**src/rtl/cfg_loader_pkg.sv**
```systemverilog
// Shared types for the configuration byte loader.
// Assumes: host control lines are grouped into one packed word.
package cfg_loader_pkg;

    typedef struct packed {
        logic sel_a_n;
        logic sel_b_n;
        logic sel_c;
        logic wr_n;
    } host_ctl_t;

    // Inactive level of every host control line, used as reset value.
    localparam host_ctl_t CTL_IDLE = '{sel_a_n: 1'b1, sel_b_n: 1'b1, sel_c: 1'b0, wr_n: 1'b1};

    // True when all selects and the strobe are active together.
    function automatic logic ctl_active(input host_ctl_t c);
        return ~c.sel_a_n & ~c.sel_b_n & c.sel_c & ~c.wr_n;
    endfunction

endpackage

```
**src/rtl/cfg_host_sync.sv**
```systemverilog
// Synchronizes asynchronous host control and data lines to clk and
// produces a one-cycle capture pulse when the write qualification ends.
// Assumes: data and controls pass through equal-depth synchronizers, so
// the captured byte is the one seen in the last qualified sample.
module cfg_host_sync
    import cfg_loader_pkg::*;
#(
    parameter int DATA_W      = 8,
    parameter int SYNC_STAGES = 2
) (
    input  logic              clk,
    input  logic              rst_n,
    input  host_ctl_t         ctl_raw,
    input  logic [DATA_W-1:0] din_raw,
    output logic              cap_pulse,
    output logic [DATA_W-1:0] cap_data
);
    localparam int LAST = SYNC_STAGES - 1;

    host_ctl_t         ctl_s [SYNC_STAGES];
    logic [DATA_W-1:0] dat_s [SYNC_STAGES];
    logic              qual_now;
    logic              qual_d;
    logic [DATA_W-1:0] dat_d;

    for (genvar g = 0; g < SYNC_STAGES; g++) begin : g_stage
        if (g == 0) begin : g_first
            // First synchronizer flop, fed by the raw host lines.
            always_ff @(posedge clk) begin
                if (!rst_n) begin
                    ctl_s[g] <= CTL_IDLE;
                    dat_s[g] <= '0;
                end else begin
                    ctl_s[g] <= ctl_raw;
                    dat_s[g] <= din_raw;
                end
            end
        end else begin : g_next
            // Later synchronizer flops, fed by the previous stage.
            always_ff @(posedge clk) begin
                if (!rst_n) begin
                    ctl_s[g] <= CTL_IDLE;
                    dat_s[g] <= '0;
                end else begin
                    ctl_s[g] <= ctl_s[g-1];
                    dat_s[g] <= dat_s[g-1];
                end
            end
        end
    end

    // Write qualification seen at the synchronizer output.
    always_comb qual_now = ctl_active(ctl_s[LAST]);

    // One-cycle delay of the qualification and its matching data.
    always_ff @(posedge clk) begin
        if (!rst_n) begin
            qual_d <= 1'b0;
            dat_d  <= '0;
        end else begin
            qual_d <= qual_now;
            dat_d  <= dat_s[LAST];
        end
    end

    // Falling edge of the qualification: capture the last qualified byte.
    always_comb begin
        cap_pulse = qual_d & ~qual_now;
        cap_data  = dat_d;
    end

endmodule

```
**src/rtl/cfg_cclk_gen.sv**
```systemverilog
// Free-running divide-by-CLK_DIV timing generator. Marks the last cycle
// of every period and reports whether the current cycle is in the high
// half of the configuration clock.
// Assumes: CLK_DIV is even and at least 2.
module cfg_cclk_gen #(
    parameter int CLK_DIV = 8
) (
    input  logic clk,
    input  logic rst_n,
    output logic period_end,
    output logic high_half
);
    localparam int CNT_W = (CLK_DIV > 2) ? $clog2(CLK_DIV) : 1;
    localparam int HALF  = CLK_DIV / 2;

    logic [CNT_W-1:0] cnt;

    // Period counter, wraps at CLK_DIV-1.
    always_ff @(posedge clk) begin
        if (!rst_n) begin
            cnt <= '0;
        end else if (cnt == CNT_W'(CLK_DIV - 1)) begin
            cnt <= '0;
        end else begin
            cnt <= cnt + 1'b1;
        end
    end

    // Phase decode for the handoff logic and the clock output.
    always_comb begin
        period_end = (cnt == CNT_W'(CLK_DIV - 1));
        high_half  = (cnt >= CNT_W'(HALF));
    end

endmodule

```
**src/rtl/cfg_two_level_buf.sv**
```systemverilog
// Input register plus shift register. A captured byte waits in the input
// register until a period boundary finds the shifter empty or sending its
// last bit, then moves down and shifts out LSB first, one bit per period.
// Assumes: the host waits for the input register to free before writing;
// a capture into a full input register replaces the held byte.
module cfg_two_level_buf #(
    parameter int DATA_W = 8
) (
    input  logic              clk,
    input  logic              rst_n,
    input  logic              cap_pulse,
    input  logic [DATA_W-1:0] cap_data,
    input  logic              period_end,
    output logic              in_full,
    output logic              sh_full,
    output logic [$clog2(DATA_W)-1:0] bit_idx,
    output logic              sh_lsb
);
    localparam int BIT_W = $clog2(DATA_W);

    logic [DATA_W-1:0] in_reg;
    logic [DATA_W-1:0] sh_reg;
    logic              last_bit;
    logic              load_sh;

    // Handoff decision at a period boundary.
    always_comb begin
        last_bit = (bit_idx == BIT_W'(DATA_W - 1));
        load_sh  = period_end & in_full & (~sh_full | last_bit);
        sh_lsb   = sh_reg[0];
    end

    // First-level holding register, filled by capture, emptied by handoff.
    always_ff @(posedge clk) begin
        if (!rst_n) begin
            in_full <= 1'b0;
            in_reg  <= '0;
        end else if (cap_pulse) begin
            in_full <= 1'b1;
            in_reg  <= cap_data;
        end else if (load_sh) begin
            in_full <= 1'b0;
        end
    end

    // Second-level shifter: shift, reload or drain at each period boundary.
    always_ff @(posedge clk) begin
        if (!rst_n) begin
            sh_full <= 1'b0;
            sh_reg  <= '0;
            bit_idx <= '0;
        end else if (period_end) begin
            if (sh_full && !last_bit) begin
                sh_reg  <= sh_reg >> 1;
                bit_idx <= bit_idx + 1'b1;
            end else if (in_full) begin
                sh_full <= 1'b1;
                sh_reg  <= in_reg;
                bit_idx <= '0;
            end else begin
                sh_full <= 1'b0;
            end
        end
    end

endmodule

```
**src/rtl/cfg_byte_loader.sv**
```systemverilog
// Top of the configuration byte loader: host synchronizer, timing
// generator and two-level buffer. Drives ready, the gated configuration
// clock and the serial data line.
// Assumes: all host inputs are asynchronous to clk.
module cfg_byte_loader
    import cfg_loader_pkg::*;
#(
    parameter int DATA_W      = 8,
    parameter int CLK_DIV     = 8,
    parameter int SYNC_STAGES = 2
) (
    input  logic              clk,
    input  logic              rst_n,
    input  logic              sel_a_n,
    input  logic              sel_b_n,
    input  logic              sel_c,
    input  logic              wr_n,
    input  logic [DATA_W-1:0] din,
    output logic              ready,
    output logic              cclk,
    output logic              dout
);
    localparam int BIT_W = $clog2(DATA_W);

    host_ctl_t         ctl_raw;
    logic              cap_pulse;
    logic [DATA_W-1:0] cap_data;
    logic              period_end;
    logic              high_half;
    logic              in_full;
    logic              sh_full;
    logic [BIT_W-1:0]  bit_idx;
    logic              sh_lsb;

    // Group the host control lines.
    always_comb ctl_raw = '{sel_a_n: sel_a_n, sel_b_n: sel_b_n, sel_c: sel_c, wr_n: wr_n};

    cfg_host_sync #(
        .DATA_W     (DATA_W),
        .SYNC_STAGES(SYNC_STAGES)
    ) u_sync (
        .clk      (clk),
        .rst_n    (rst_n),
        .ctl_raw  (ctl_raw),
        .din_raw  (din),
        .cap_pulse(cap_pulse),
        .cap_data (cap_data)
    );

    cfg_cclk_gen #(
        .CLK_DIV(CLK_DIV)
    ) u_gen (
        .clk       (clk),
        .rst_n     (rst_n),
        .period_end(period_end),
        .high_half (high_half)
    );

    cfg_two_level_buf #(
        .DATA_W(DATA_W)
    ) u_buf (
        .clk       (clk),
        .rst_n     (rst_n),
        .cap_pulse (cap_pulse),
        .cap_data  (cap_data),
        .period_end(period_end),
        .in_full   (in_full),
        .sh_full   (sh_full),
        .bit_idx   (bit_idx),
        .sh_lsb    (sh_lsb)
    );

    // Output decode: ready, gated clock, serial line idling high.
    always_comb begin
        ready = ~in_full;
        cclk  = sh_full & high_half;
        dout  = sh_full ? sh_lsb : 1'b1;
    end

endmodule

```
**config.mk**
```make
export PLATFORM = sky130hd
export DESIGN_NAME = cfg_byte_loader
export DESIGN_NICKNAME = d
export VERILOG_FILES = /design/src/rtl/cfg_loader_pkg.sv /design/src/rtl/cfg_host_sync.sv /design/src/rtl/cfg_cclk_gen.sv /design/src/rtl/cfg_two_level_buf.sv /design/src/rtl/cfg_byte_loader.sv
export SDC_FILE = /design/constraint.sdc
export NUM_CORES = 1
export LEC_CHECK = 0
export ABC_AREA = 1
export BUFFER_PORTS_ARGS = -buffer_cell sky130_fd_sc_hd__clkbuf_2
export CAP_MARGIN = 0
export CORE_UTILIZATION = 45
export DETAILED_ROUTE_END_ITERATION = 10
export GPL_ROUTABILITY_DRIVEN = 1
export PLACE_DENSITY = 0.65
export SLEW_MARGIN = 20
export SYNTH_ARGS = -nofsm -noshare
export SYNTH_HDL_FRONTEND = slang
export SYNTH_SLANG_ARGS = --single-unit
```
**constraint.sdc**
```tcl
create_clock -name clk -period 3.1 [get_ports clk]
set_clock_uncertainty 0.2 [all_clocks]
set_input_delay 0.31 -clock clk [delete_from_list [all_inputs] [get_ports clk]]
set_output_delay 0.31 -clock clk [all_outputs]
set_load 0.02 [all_outputs]
```
### Word level (Yosys, flattened, before mapping)

Memory sizes are Yosys's and may differ from the RTL's. A register that Yosys moved wholly into a read port is not among the register bits.
Cells that the tools add are included.

| storage, ports and cells | value |
|---|---|
| register bits after elaboration | 25 |
| bits in latches | 0 |
| RAM bits | 24 |
| bits in read-only memories | 0 |
| input bits | 14 |
| logic and storage cells | 56 |
| memories | 2 |

Memory list:

| name | depth | bits a word | read ports | clocked after memory_dff | write ports | RTL line | RTL |
|---|---|---|---|---|---|---|---|
| u_sync.dat_s | 2 | 8 | 2 | 1 | 2 | cfg_host_sync.sv:21 | `logic [DATA_W-1:0] dat_s [SYNC_STAGES];` |
| u_sync.ctl_s | 2 | 4 | 2 | 0 | 2 | cfg_host_sync.sv:20 | `host_ctl_t ctl_s [SYNC_STAGES];` |

| operators by class | value |
|---|---|
| add/sub/neg operators | 2 |
| multiply operators | 0 |
| divide/modulo/power cells | 0 |
| magnitude comparators | 1 |
| equal/unequal tests | 2 |
| shifts and indexed selects | 0 |
| mux-type cells | 14 |
| bitwise gates (word level) | 20 |
| reduce and logical (&&, ||, !) cells | 8 |

Operators by type and width:

| cell | number |
|---|---|
| 8-bit two-way mux | 4 |
| 4-bit two-way mux | 2 |
| 1-bit NOT | 8 |
| 1-bit AND | 7 |
| 3-bit by 1-bit adder with 3-bit output, second input constant | 2 |
| 3-bit equality test, second input constant | 2 |
| 1-bit two-way mux | 6 |
| 3-bit two-way mux | 2 |
| 1-bit OR | 5 |
| 2-bit AND reduction | 2 |
| 2-bit nonzero test | 2 |
| 3-bit greater-or-equal comparator, second input constant | 1 |
| 1-bit logical NOT | 2 |
| 2-bit OR reduction | 1 |
| 1-bit logical AND | 1 |

### Depth between registers and ports, before layout

| depth | value |
|---|---|
| word-level depth | 7 |
| gate-level depth with buffers | 9 |

### Modules after synthesis

Synthesis repeated with hierarchy kept, for this count alone.

| second synthesis, totals | value |
|---|---|
| cells, all modules | 263 |
| area, all modules | 2058.2 µm² |

Modules (own cells, without submodules):

| module | instances | cells each | area an instance (µm²) | seq. area each (µm²) |
|---|---|---|---|---|
| cfg_host_sync | 1 | 102 | 954.7 | 660.6 |
| cfg_two_level_buf | 1 | 140 | 947.2 | 420.4 |
| cfg_cclk_gen | 1 | 16 | 137.6 | 60.1 |
| cfg_byte_loader | 1 | 5 | 18.8 | 0.0 |

### Worst setup path before layout

Ideal clock, no wire load.

| path | value |
|---|---|
| path kind | register to register |
| from | reg u_buf.bit_idx[0] |
| to | reg u_buf.sh_reg[0] |
| library setup time | 0.112 ns |
| arrival time | 1.187 ns |
| data required time | 2.788 ns |
| slack | 1.601 ns |
| cell stages (with the launch flop) | 9 |
| period minus slack after synthesis | 1.499 ns |
| cells stage by stage | dfxtp_1 -> ha_1 -> ha_1 -> inv_1 -> nand2_4 -> nand2_1 -> nand2_1 -> nor2_1 -> nor2_1 |

| on the way | value |
|---|---|
| longest elaborated chain between the ends | 5 |
| elaborated cells between the ends (all ways) | 6 |

RTL lines:

| element | RTL line | RTL |
|---|---|---|
| start, declared | cfg_two_level_buf.sv:16 | `output logic [$clog2(DATA_W)-1:0] bit_idx,` |
| start signal, assigned | cfg_two_level_buf.sv:55 | `bit_idx <= bit_idx + 1'b1;` |
| 3-bit equality test * | cfg_two_level_buf.sv:28 | `last_bit = (bit_idx == BIT_W'(DATA_W - 1));` |
| 1-bit logical NOT * | cfg_two_level_buf.sv:53 | `if (sh_full && !last_bit) begin` |
| 1-bit logical AND * | cfg_two_level_buf.sv:53 |  |
| 2-bit nonzero test (no line) | - |  |
| 2-bit AND reduction (no line) | - |  |
| end signal, assigned | cfg_two_level_buf.sv:54 | `sh_reg <= sh_reg >> 1;` |
| end signal, assigned | cfg_two_level_buf.sv:58 | `sh_reg <= in_reg;` |
| end, declared | cfg_two_level_buf.sv:22 | `logic [DATA_W-1:0] sh_reg;` |

Mark *: on every way between the ends. The rest lies on a longest branch, timed or not.
A chain may end at the register's enable or synchronous reset.

### Final worst setup path

| path | value |
|---|---|
| from | reg u_buf.bit_idx[0] |
| to | reg u_buf.bit_idx[1] |

| on the way | value |
|---|---|
| longest elaborated chain between the ends | 5 |
| elaborated cells between the ends (all ways) | 7 |

RTL lines:

| element | RTL line |
|---|---|
| 3-bit equality test | cfg_two_level_buf.sv:28 |
| 1-bit logical NOT | cfg_two_level_buf.sv:53 |
| 1-bit logical AND | cfg_two_level_buf.sv:53 |
| 2-bit nonzero test (no line) | - |
| 2-bit AND reduction (no line) | - |

Several ways; a longest one is shown, not always the timed one.

==> impl_metrics.ini <==
[status]
status = completed

[synthesis]
synth_most_common_cell = nand2_1
ys_seq_area_frac = 0.551
synth_fp_nets = 283
synthTopCellsByCount = 62 x nand2_1, 57 x dfxtp_1, 51 x inv_1
ys_warn_count = 0
synth_edf_count = 0
syn_area_per_cell_sq_um = 7.81
yosys.area.top_type = dfxtp_1
synthTopCellsByArea = dfxtp_1 55%, nand2_1 11%, inv_1 9.2%
synth_area_sq_um = 2070
synth_ff_type = dfxtp_1
synth_cell_types = 15
ys_ff_latch = 57
asyncSetResetFlopFracSynth = 0
syn-instance-count = 265
synth_top_area_share = 0.551

[drt]
final_antenna_net_count = 0
viasPerCell = 4.38
vias = 1529
drcViolationCount = 0
wirelength_microns = 3240
drt_pass1_iterations = 4
drt-initial-drc-count = 110
wl_per_cell_microns = 9.29

[timing]
rsz0062_at_grt = false
worstMarginPinSlew_ns = 0.551
slew_viol_final = 0
setup_ws_ns = 1.28
fin_crit_ns = 1.82
fmax_mhz = 551
final.setup.tns_ns = 0
hold_viol_final = 0
period_share = 0.586
maxSlewHeadroom = 0.632
setup_viol = 0
whs_ns = 0.203

[cells_and_area]
largest_register_ff_count = 16
seq_area_sq_um = 1140
num-nets-final = 311
top_register = u_sync.dat_s
insertedDiodeCount = 0
areaGrowthSynthToFinish_pct = 18.6
multi_input_area_sq_um = 656
layout-drive-gt1-share = 0.131
n_fill_cell = 421

[die]
die_area_sq_um = 4880
die_w_microns = 69.8
boundaryPins = 17
die_y_microns = 69.8
floorplan.initialDensity = 0.472
num_rows = 24
coreArea_sq_um = 4380

[global_routing]
grt_pass1_wl_microns = 5750
grt_max_degree = 44
antenna_found_initial = 0
grt_overflow_total = 0
gr-usage-all-layers = 0.156
grt_pass1_vias = 1423

[clock_tree]
cts_made_buffers = 9
clkTransAtPathRegs_ns = 0.06
clock_sinks = 57
cts_root_buf = clkbuf_8
cts.path.max_buffers = 2
cts-htree-levels = 3
clk_latency_ns = 0.33
ctsResizeCount = 0
cts_tree = yes

[worst_hold_path]
whs_endpoint = u_sync.cap_data[4]
whs_path_depth = 2
min_from = u_sync.dat_s[1][4]
hold_class = reg -> reg

[critical_path]
end_kind = flip-flop
rr_worst_depth = 7
crit_type = reg -> reg
worstPathRequired_ns = 3.16
startpoint = u_buf.bit_idx[0]
start_kind = flip-flop
r2r_start = u_buf.bit_idx[0]
worstPathArrival_ns = 1.87
cpPeakStageDelay_ns = 0.33
ff2ff_setup_slack_ns = 1.28
path_max_fanout = 11
path_cells = ha_1 -> ha_1 -> inv_1 -> nand3_1 -> inv_1 -> nand2_1 -> a21oi_1
slowest_stage = nand3_1
r2r_end = u_buf.bit_idx[1]

[placed_design]
hpwl_microns = 1840
gp_congestion = 0.726
dp_slack_ns = 1.31
port-buffer-count = 16

[pwr]
p_total_uw = 1490
vdd_drop_max_mv = 0.393
powerDensity_nw_per_um2 = 606
leakage_uw = 0.00126

[job]
cap_violations = 0
## how the worst max path moves through the flow
stage | slack [ns] | endpoint
2_1_floorplan | 1.60 | u_buf.sh_reg[0]
3_3_place_gp | 1.32 | u_buf.bit_idx[1]
3_5_place_dp | 1.31 | u_buf.bit_idx[0]
4_1_cts | 1.29 | u_buf.bit_idx[1]
5_1_grt | 1.14 | u_buf.bit_idx[0]
6_report | 1.28 | u_buf.bit_idx[1]
## metal layers
metal	routed length (microns)	GRT usage
met5	0	0
met4	120	0.127
met3	122	0.0523
met2	1420	0.240
met1	1580	0.174
## critical path: cells and delay by family, from the launching register on
kind	cells	cell delay [ns]
fa+ha+maj	2	0.37
compound gates	1	0.13
flops	1	0.32
simple gates	2	0.40
buf+inv	2	0.32
## placed cells by master (no fill, tap or decap)
cell type	netlist	routed
a21oi_1	13	13
dfxtp_1	57	57
dlygate4sd3_1	0	12
nand3_1	21	21
clkinv_2	0	2
clkbuf_8	0	11
o21ai_1	6	6
inv_1	51	51
buf_4	3	1
o21ai_0	1	1
or2_2	7	7
clkbuf_1	3	1
ha_1	4	4
nand2_1	62	62
clkbuf_2	0	16
nand2_4	1	1
bufinv_16	0	1
nor2_1	30	30
## timing repair
action / CTS / global route
setup buffers: 0 / 0
hold endpoints to repair: 12 / 0
hold buffers: 12 / 0
## cells by family (layout without fill, tap and decap cells)
| kind of cell | count (synthesis) | in the layout | share of synthesized area |
|---|---|---|---|
| DFF | 57 | 57 | 0.551 |
| and+or+nand+nor | 121 | 121 | 0.244 |
| adders and majority gates | 4 | 4 | 0.0242 |
| buffers and inverters | 63 | 95 | 0.132 |
| AOI/OAI and AO/OA | 20 | 20 | 0.0483 |
## where the power goes
group	leakage, uW	switching (uW)	internal, uW
registers	0.000466	5.19	753
clock network	0.000102	268	408
logic	0.000691	25.3	27.9
total	0.00126	299	1190
## layout make-up
class	instances	area share
flip-flops and latches	57	0.465
multi-input cells	145	0.267
repair buffers	29	0.0846
inverters	51	0.0779
clock buffers	12	0.0632
well taps	52	0.0265
clock inverters	3	0.0163
## metrics by stage
step	utilization	instance area (sq um)	cells
3_5_place_dp	0.488	2140	322
5_1_grt	0.560	2460	349
6_report	0.560	2460	349
2_1_floorplan	-	2070	265
4_1_cts	0.560	2460	349
3_3_place_gp	0.488	2140	322
Note: power is estimated with default switching activity, not from simulation.
